### config.mk
export PLATFORM = sky130hd
export DESIGN_NAME = mic_guard_top
export DESIGN_NICKNAME = d
export VERILOG_FILES = /design/src/rtl/mg_pkg.sv /design/src/rtl/mg_policy_reg.sv /design/src/rtl/mg_deglitch.sv /design/src/rtl/mg_tick_timer.sv /design/src/rtl/mg_zero_fsm.sv /design/src/rtl/mic_guard_top.sv
export SDC_FILE = /design/constraint.sdc
export NUM_CORES = 1
export LEC_CHECK = 0
export ABC_AREA = 1
export BUFFER_PORTS_ARGS = -buffer_cell sky130_fd_sc_hd__clkbuf_2
export CORE_MARGIN = 2
export CORE_UTILIZATION = 35
export CTS_CLUSTER_DIAMETER = 50
export DETAILED_ROUTE_END_ITERATION = 10
export HOLD_SLACK_MARGIN = 0.02
export PLACE_DENSITY = 0.68
export SKIP_CTS_REPAIR_TIMING = 1
export SLEW_MARGIN = 20
export SYNTH_ARGS = -nofsm -noshare
export SYNTH_HDL_FRONTEND = slang
export SYNTH_SLANG_ARGS = --single-unit
### constraint.sdc
create_clock -name clk -period 2.11 [get_ports clk]
set_input_delay 0.3165 -clock clk [delete_from_list [all_inputs] [get_ports clk]]
set_output_delay 0.3165 -clock clk [all_outputs]
set_load 0.02 [all_outputs]
### src/rtl/mg_pkg.sv
package mg_pkg;
    localparam int WAIT_W   = 16;
    localparam int LINK_N   = 8;
    localparam int REG_W    = 32;
    localparam int STABLE_N = 4;

    typedef enum logic [1:0] {
        MD_OFF0   = 2'b00,
        MD_OFF1   = 2'b01,
        MD_DYN    = 2'b10,
        MD_STATIC = 2'b11
    } zmode_e;

    typedef enum logic [2:0] {
        ST_FWOWN,
        ST_OFF,
        ST_IDLE,
        ST_WAIT,
        ST_ZERO,
        ST_FORCE
    } zstate_e;

    // packed from the top bit down: mask, lock, filter enable, mode, wait count
    typedef struct packed {
        logic [LINK_N-1:0] mask;
        logic              lock;
        logic              dge;
        zmode_e            mode;
        logic [WAIT_W-1:0] wait_t;
    } policy_t;

    localparam int POL_W = $bits(policy_t);
endpackage

### src/rtl/mg_policy_reg.sv
module mg_policy_reg
    import mg_pkg::*;
#(
    parameter int RW = REG_W
) (
    input  logic          clk,
    input  logic          rst_n,
    input  logic          wr_en,
    input  logic [RW-1:0] wr_data,
    output policy_t       pol,
    output logic [RW-1:0] rd_data
);
    localparam int PAD_W = RW - POL_W;

    policy_t pol_q;

    always_ff @(posedge clk or negedge rst_n) begin
        if (!rst_n) begin
            pol_q <= '0;
        end else if (wr_en && !pol_q.lock) begin
            pol_q <= policy_t'(wr_data[POL_W-1:0]);
        end
    end

    assign pol     = pol_q;
    assign rd_data = {{PAD_W{1'b0}}, pol_q};

    AST_LOCK_STICKY: assert property (@(posedge clk) disable iff (!rst_n)
        pol_q.lock |=> pol_q.lock);
    AST_LOCK_FREEZE: assert property (@(posedge clk) disable iff (!rst_n)
        pol_q.lock |=> $stable(pol_q));
    AST_WRITE_TAKES: assert property (@(posedge clk) disable iff (!rst_n)
        (wr_en && !pol_q.lock) |=> (rd_data[POL_W-1:0] == $past(wr_data[POL_W-1:0])));
endmodule

### src/rtl/mg_deglitch.sv
module mg_deglitch #(
    parameter int STABLE = 4
) (
    input  logic clk,
    input  logic rst_n,
    input  logic tick,
    input  logic filt_en,
    input  logic raw,
    output logic level
);
    localparam int CW = $clog2(STABLE + 1);

    logic          s1, s2, level_q;
    logic [CW-1:0] cnt;

    always_ff @(posedge clk or negedge rst_n) begin
        if (!rst_n) begin
            s1      <= 1'b0;
            s2      <= 1'b0;
            level_q <= 1'b0;
            cnt     <= '0;
        end else begin
            s1 <= raw;
            s2 <= s1;
            if (!filt_en) begin
                level_q <= s2;
                cnt     <= '0;
            end else if (s2 == level_q) begin
                cnt <= '0;
            end else if (tick) begin
                if (cnt == CW'(STABLE - 1)) begin
                    level_q <= s2;
                    cnt     <= '0;
                end else begin
                    cnt <= cnt + 1'b1;
                end
            end
        end
    end

    assign level = level_q;

    AST_DG_ON_TICK: assert property (@(posedge clk) disable iff (!rst_n)
        ($past(filt_en) && (level_q != $past(level_q))) |-> $past(tick));
endmodule

### src/rtl/mg_tick_timer.sv
module mg_tick_timer #(
    parameter int W = 16
) (
    input  logic         clk,
    input  logic         rst_n,
    input  logic         run,
    input  logic         tick,
    input  logic [W-1:0] limit,
    output logic         expired
);
    logic [W-1:0] cnt;

    always_ff @(posedge clk or negedge rst_n) begin
        if (!rst_n) begin
            cnt <= '0;
        end else if (!run) begin
            cnt <= '0;
        end else if (tick && (cnt < limit)) begin
            cnt <= cnt + 1'b1;
        end
    end

    assign expired = run && (cnt >= limit);

    AST_TMR_HOLD: assert property (@(posedge clk) disable iff (!rst_n)
        ($past(run) && run && !$past(tick)) |-> $stable(cnt));
    AST_TMR_FRESH: assert property (@(posedge clk) disable iff (!rst_n)
        ($past(!run) && run) |-> (cnt == '0));
endmodule

### src/rtl/mg_zero_fsm.sv
module mg_zero_fsm
    import mg_pkg::*;
#(
    parameter int NL = LINK_N
) (
    input  logic          clk,
    input  logic          rst_n,
    input  zmode_e        mode,
    input  logic          priv,
    input  logic          fw_own,
    input  logic          expired,
    input  logic [NL-1:0] mask,
    output logic          counting,
    output logic [NL-1:0] link_zero,
    output logic          ind,
    output logic          force_off
);
    zstate_e st, nxt;
    logic    zero_act;

    always_ff @(posedge clk or negedge rst_n) begin
        if (!rst_n) st <= ST_OFF;
        else        st <= nxt;
    end

    always_comb begin
        nxt = st;
        if (fw_own) begin
            nxt = ST_FWOWN;
        end else if (mode == MD_STATIC) begin
            nxt = ST_FORCE;
        end else if (mode != MD_DYN) begin
            nxt = ST_OFF;
        end else begin
            unique case (st)
                ST_IDLE: if (priv) nxt = ST_WAIT;
                ST_WAIT: begin
                    if (!priv)        nxt = ST_IDLE;
                    else if (expired) nxt = ST_ZERO;
                end
                ST_ZERO: if (!priv) nxt = ST_IDLE;
                default: nxt = ST_IDLE;
            endcase
        end
    end

    always_comb begin
        zero_act  = 1'b0;
        force_off = 1'b0;
        counting  = 1'b0;
        unique case (st)
            ST_WAIT:  counting = 1'b1;
            ST_ZERO:  zero_act = priv && !fw_own;
            ST_FORCE: begin
                zero_act  = !fw_own;
                force_off = !fw_own;
            end
            default: ;
        endcase
        ind = zero_act;
    end

    for (genvar i = 0; i < NL; i++) begin : g_link
        assign link_zero[i] = zero_act & mask[i];
    end

    AST_ZERO_VIA_WAIT: assert property (@(posedge clk) disable iff (!rst_n)
        (st == ST_ZERO && $past(st) != ST_ZERO) |-> ($past(st) == ST_WAIT));
    AST_RELEASE_NOW: assert property (@(posedge clk) disable iff (!rst_n)
        (mode == MD_DYN && !priv) |-> (link_zero == '0 && !ind));
    AST_OFF_QUIET: assert property (@(posedge clk) disable iff (!rst_n)
        (!mode[1] && $stable(mode)) |-> (link_zero == '0));
    AST_FORCE_STATIC: assert property (@(posedge clk) disable iff (!rst_n)
        force_off |-> ($past(mode) == MD_STATIC));
    AST_FW_QUIET: assert property (@(posedge clk) disable iff (!rst_n)
        fw_own |-> (link_zero == '0 && !ind && !force_off));
    AST_IND_MATCH: assert property (@(posedge clk) disable iff (!rst_n)
        (link_zero != '0) |-> ind);
endmodule

### src/rtl/mic_guard_top.sv
module mic_guard_top
    import mg_pkg::*;
(
    input  logic              clk,
    input  logic              rst_n,
    input  logic              rtc_tick,
    input  logic              cfg_wr_en,
    input  logic [REG_W-1:0]  cfg_wr_data,
    output logic [REG_W-1:0]  cfg_rd_data,
    input  logic              privacy_raw,
    input  logic              fw_managed,
    output logic [LINK_N-1:0] link_zero,
    output logic              mic_off_ind,
    output logic              force_off
);
    policy_t pol;
    logic    priv_f;
    logic    counting;
    logic    expired;

    mg_policy_reg #(.RW(REG_W)) u_pol (
        .clk     (clk),
        .rst_n   (rst_n),
        .wr_en   (cfg_wr_en),
        .wr_data (cfg_wr_data),
        .pol     (pol),
        .rd_data (cfg_rd_data)
    );

    mg_deglitch #(.STABLE(STABLE_N)) u_dg (
        .clk     (clk),
        .rst_n   (rst_n),
        .tick    (rtc_tick),
        .filt_en (pol.dge),
        .raw     (privacy_raw),
        .level   (priv_f)
    );

    mg_tick_timer #(.W(WAIT_W)) u_tmr (
        .clk     (clk),
        .rst_n   (rst_n),
        .run     (counting && !fw_managed),
        .tick    (rtc_tick),
        .limit   (pol.wait_t),
        .expired (expired)
    );

    mg_zero_fsm #(.NL(LINK_N)) u_fsm (
        .clk       (clk),
        .rst_n     (rst_n),
        .mode      (pol.mode),
        .priv      (priv_f),
        .fw_own    (fw_managed),
        .expired   (expired),
        .mask      (pol.mask),
        .counting  (counting),
        .link_zero (link_zero),
        .ind       (mic_off_ind),
        .force_off (force_off)
    );

    AST_RSVD_CLEAR: assert property (@(posedge clk) disable iff (!rst_n)
        cfg_rd_data[REG_W-1:POL_W] == '0);
    AST_MASK_BOUND: assert property (@(posedge clk) disable iff (!rst_n)
        (link_zero & ~cfg_rd_data[POL_W-1:POL_W-LINK_N]) == '0);
endmodule

### Word level (Yosys, flattened, before mapping)

Cells that the tools add are included.

| storage, ports and cells | value |
|---|---|
| register bits | 53 |
| output and inout bits | 42 |
| logic and storage cells | 69 |

| cells by class | value |
|---|---|
| $add $sub $neg | 2 |
| order comparisons | 2 |
| eq/ne operators | 16 |
| multiplexer cells | 21 |
| bitwise gates (word level) | 8 |
| reduce and logical (&&, ||, !) cells | 9 |

Operators with widths:

| cell | count |
|---|---|
| $mux 3 | 11 |
| $mux 16 | 2 |
| $add 16x1->16 const B | 1 |
| $ge 16x16->1 | 1 |
| $lt 16x16->1 | 1 |
| $ne 5x3->1 const B | 2 |
| $eq 3x2->1 const B | 3 |
| $pmux 3 s3 | 1 |
| $and 1x1->1 | 8 |
| $ne 2x2->1 const B | 4 |
| $eq 3x3->1 const B | 2 |
| $mux 1 | 6 |
| $ne 6x4->1 const B | 1 |
| $reduce_and 3->1 | 2 |
| $logic_and 1x1->1 | 5 |
| $add 3x1->3 const B | 1 |
| $ne 3x2->1 const B | 1 |
| $eq 2x2->1 const B | 1 |
| $logic_not 1->1 | 2 |
| $ne 2x1->1 const B | 1 |
| $pmux 1 s2 | 1 |
| $eq 1x1->1 | 1 |

### Longest topological paths before layout

| logic depth | value |
|---|---|
| depth in word-level cells | 10 |
| mapped depth | 16 |

### By module

From an unflattened synthesis, not the netlist that was laid out.

| unflattened totals | value |
|---|---|
| cells, all modules | 483 |
| area, all modules | 3594.7 sq um |

By module, submodules not included:

| module | instances | cells each | area an instance (sq um) | sequential area each (sq um) |
|---|---|---|---|---|
| mg_tick_timer | 1 | 224 | 1507.7 | 400.4 |
| mg_policy_reg | 1 | 154 | 1408.9 | 700.7 |
| mg_zero_fsm | 1 | 72 | 394.1 | 76.3 |
| mg_deglitch | 1 | 31 | 274.0 | 150.1 |
| mic_guard_top | 1 | 2 | 10.0 | 0.0 |

### Least setup slack after synthesis

OpenSTA, ideal clock, no wires.

| timing | value |
|---|---|
| path type | register -> register |
| start point | register u_pol.pol_q, in the netlist u_pol.pol[15] |
| end point | register u_tmr.cnt[9] |
| setup time | 0.125 ns |
| arrival | 1.700 ns |
| data required time | 1.985 ns |
| slack | 0.285 ns |
| cell stages (with the launch flop) | 12 |
| buffers on the path | 1 |
| clock period less this slack | 1.825 ns |
| cell sequence | dfrtp_1 -> inv_1 -> ha_1 -> a21oi_2 -> o21ai_1 -> a21oi_4 -> nand3_4 -> nand2_4 -> inv_2 -> buf_6 -> nand2_1 -> o31ai_1 |

| between the ends | value |
|---|---|
| word-level cells in the longest chain between the ends | 3 |

RTL lines:

| element | RTL line | text |
|---|---|---|
| start, declared | mg_policy_reg.sv:15 | `policy_t pol_q;` |
| start signal, assigned | mg_policy_reg.sv:21 | `pol_q <= policy_t'(wr_data[POL_W-1:0]);` |
| $lt 16x16->1 | mg_tick_timer.sv:18 | `end else if (tick && (cnt < limit)) begin` |
| $logic_and 1x1->1 | mg_tick_timer.sv:18 |  |
| $ne 2x2->1 (no source line) | -- |  |
| end signal, assigned | mg_tick_timer.sv:19 | `cnt <= cnt + 1'b1;` |
| end, declared | mg_tick_timer.sv:11 | `logic [W-1:0] cnt;` |

No other way between the ends.
A chain may end at the register's enable or synchronous reset.

### Worst setup path after layout

| timing | value |
|---|---|
| start point | register u_tmr.cnt[11] |
| end point | register u_tmr.cnt[6] |

| between the ends | value |
|---|---|
| word-level cells in the longest chain between the ends | 3 |

RTL lines:

| element | RTL line |
|---|---|
| $lt 16x16->1 | mg_tick_timer.sv:18 |
| $logic_and 1x1->1 | mg_tick_timer.sv:18 |
| $ne 2x2->1 (no source line) | -- |

No other way between the ends.

==> impl_results.md <==
* Outcome: finished clean
* Largest net degree at the start of global routing at 54
* Global-route wire length before repair at 11,600 um
* Sequential area share after synthesis at 0.441
* Slew Viols, Final at 0
* Ports at 80
* Final Cycle Share at 0.910
* Post-DP HPWL at 5130 um
* Yosys warning count at 0
* CTS Buf Count at 5
* Post-DR vias/cell at 4.71
* Final core occ at 0.433
* Fin worst setup slack at 0.190 ns
* Initial DRC count at 103
* GPL Wtd Cong at 0.899
* Wire per inst at 11.9 um
* Worst EP required at 2.30 ns
* Clock power share at 0.312
* Finished Cell Area at 0.00358 mm^2
* Flops & latches, synth at 53
* Ordered cell list for the critical path: ha_1 -> a21oi_2 -> nand2_1 -> a21oi_4 -> nand3_4 -> nand2_4 -> inv_4 -> nand2_1 -> o31ai_1
* CP Launch Type: flip-flop
* Final Hold Fails at 0
* CP peak stage delay at 0.46 ns
* Ant. Diodes at 0
* Syn_area_per_cell at 8.09 um^2
* Most frequent cell on the critical path: nand2_1
* Clk pin slew, worst setup/hold paths at 0.09 ns
* Num Clock Sinks at 53
* Std cell rows at 33
* Max Clk Rate at 521 MHz
* Commonest non-fill, non-tap cell in the layout: clkbuf_2
* Die height at 96.7 um
* Mapped Cells at 372
* IR drop worst, VDD at 0.000341 V
* Post-Syn Area at 0.00301 mm^2
* Sequential share of power at 0.588
* CTS tree: yes
* Layout cells sized above 1 at 0.234
* Post-route ant nets at 0
* Core Region at 0.00826 mm^2
* Fin crit period at 1.92 ns
* Starting Density at 0.364
* Crit path DAT at 2.11 ns
* Critical path class: flip-flop to flip-flop
* Tot GR Track Use at 0.147
* Final nets at 503
* Largest family of logic cells by synthesized area: simple AND/OR/NAND/NOR gates
* Total wire length at 6560 um
* Post-synthesis mux area share at 0.00374
* Comb pwr share at 0.100
* NetSw at 0.456 mW
* Post-Place Cell Area at 0.00348 mm^2
* Synth Area in Simple Gates at 0.232
* DRT Pass-1 Iters at 4
* Port bufs at 71
* GRT overflow at 0
* Via count at 2,605
* Synth Area in Compound Gates at 0.121
* Post-synthesis xor/xnor area fraction at 0.0233
* Synth Area in Adders at 0.0749
* Dpl ws at 0.143 ns
* Layout area overhead at 18.9%
* Max cap viols at 0
* Clk_lat worst skew at 0.31 ns
* RSZ-0062 raised after global routing: false
* DRC Markers at 0
* Synth unique cells at 37
* Sw Ratio at 0.254
* Worst Skew at 0.00468 ns
* Setup TNS at 0 ns
* Critical path peak fanout at 11
* Leak pwr at 1.95 nW
* Vias in the first global route at 2,573
* Root buffer cell: clkbuf_8
* Max clock buf depth at 2
* Die Area at 0.00935 mm^2
* Initial antenna violation count at 0
* Internal power at 1.34 mW
* Setup-failing EPs final at 0
* Hold Crit Class: input port to flip-flop
* Die width at 96.7 um
* Slowest-stage cell, CP: dfrtp_2
* Critical path capture point type: flip-flop
* # H-tree levels at 2
* Commonest cells after routing, fill and taps aside: 71 x clkbuf_2, 57 x nor2_1, 57 x nand2_1, 56 x inv_1, 51 x dfrtp_1
* PD cells at 503 mW/mm^2
-- power groups by stage --
stage	Clock [mW]	Combinational (mW)	Sequential, mW
after floorplan	0	0.0965	1.07
after detailed placement	0	0.181	1.08
after global routing	0.628	0.204	1.06
after CTS	0.581	0.182	1.06
final	0.562	0.179	1.06
after global placement	0	0.176	1.08
-- critical path: cells and delay by family, from the launching register on --
family | cells | cell delay, ns
flops | 1 | 0.46
fa+ha+maj | 1 | 0.33
buf+inv | 1 | 0.09
compound gates | 3 | 0.43
simple gates | 4 | 0.49
-- final cells by class --
class                           count  area, um^2
Tap cell                          105         131
Sequential cell                    53        1330
Multi-Input combinational cell    249        1390
Fill cell                         847        4680
Clock buffer                        8        80.1
Inverter                           60         228
Timing Repair Buffer               78         423
-- synthesized netlist by cell type --
master / count / area (um^2)
a31o_2: 1 / 8.76
inv_2: 3 / 11.3
nand2_2: 3 / 18.8
o21ai_0: 9 / 45.0
nor4_1: 1 / 6.26
clkbuf_1: 5 / 18.8
nand2_1: 57 / 214
o21ai_1: 2 / 10.0
nor2_1: 58 / 218
o31ai_1: 5 / 37.5
dfstp_2: 1 / 26.3
a21oi_1: 36 / 180
nand3b_1: 1 / 7.51
a211oi_1: 1 / 7.51
nor3_1: 4 / 20.0
nand3_1: 17 / 85.1
dfrtp_1: 52 / 1300
or2_0: 1 / 6.26
conb_1: 1 / 3.75
o211ai_1: 1 / 7.51
nor3_2: 4 / 40.0
nand3_4: 1 / 17.5
mux2_2: 1 / 11.3
inv_1: 56 / 210
ha_1: 18 / 225
nand3_2: 1 / 10.0
a21oi_2: 2 / 17.5
buf_4: 5 / 37.5
buf_6: 2 / 22.5
a21oi_4: 1 / 16.3
a21o_1: 2 / 15.0
xor2_1: 8 / 70.1
clkinv_1: 1 / 3.75
nand4_1: 7 / 43.8
nand2_4: 1 / 11.3
o21ai_2: 2 / 17.5
buf_2: 1 / 5.00
-- cells by family after synthesis --
| kind of cell | Yosys count |
|---|---|
| flip-flops | 53 |
| adder cells (fa/ha/maj) | 18 |
| buffers and inverters | 73 |
| other | 1 |
| multiplexers | 1 |
| AO/OA/AOI/OAI | 62 |
| XOR/XNOR | 8 |
| AND/OR/NAND/NOR | 156 |
-- layer usage --
| metal | global-route usage | part of all wire | wire [um] | up-vias |
|---|---|---|---|---|
| li1 | - | - | - | 1333 |
| met1 | 0.199 | 0.46 | 3020 | 1199 |
| met2 | 0.243 | 0.47 | 3080 | 65 |
| met3 | 0.0289 | 0.059 | 387 | 8 |
| met4 | 0.0390 | 0.012 | 77 | 0 |
| met5 | 0 | 0 | 0 | - |
-- sequential cells by signal, summed over array words and instances (netlist names) --
| signal | count |
|---|---|
| u_dg.cnt | 3 |
| u_dg.s2 | 1 |
| u_pol.pol | 28 |
| u_dg.level | 1 |
| u_fsm.st | 3 |
| u_tmr.cnt | 16 |
| u_dg.s1 | 1 |
-- per-stage QoR --
step           hold WS (ns)  total power, mW  instances
2_1_floorplan        0.0209             1.17        375
3_3_place_gp          0.335             1.25        544
3_5_place_dp          0.343             1.26        544
4_1_cts             0.00778             1.82        552
5_1_grt               0.105             1.89        553
6_report              0.117             1.80        553
-- final timing paths --
kind / cells past startpoint / startpoint / slack, ns / endpoint
hold / removal: 1 / privacy_raw / 0.12 / u_dg.s1$_DFF_PN0_
setup / recovery: 9 / u_tmr.cnt[11]$_DFFE_PN0P_ / 0.19 / u_tmr.cnt[6]$_DFFE_PN0P_
max in group asynchronous: 3 / rst_n / 1.27 / u_fsm.st[0]$_DFFE_PN1P_
min in group asynchronous: 3 / rst_n / 0.55 / u_pol.pol[24]$_DFFE_PN0P_
hold reg to reg: 0 / u_dg.s1$_DFF_PN0_ / 0.37 / u_dg.s2$_DFF_PN0_
setup reg to reg: 9 / u_tmr.cnt[11]$_DFFE_PN0P_ / 0.19 / u_tmr.cnt[6]$_DFFE_PN0P_
(Power assumes the default switching activity.)
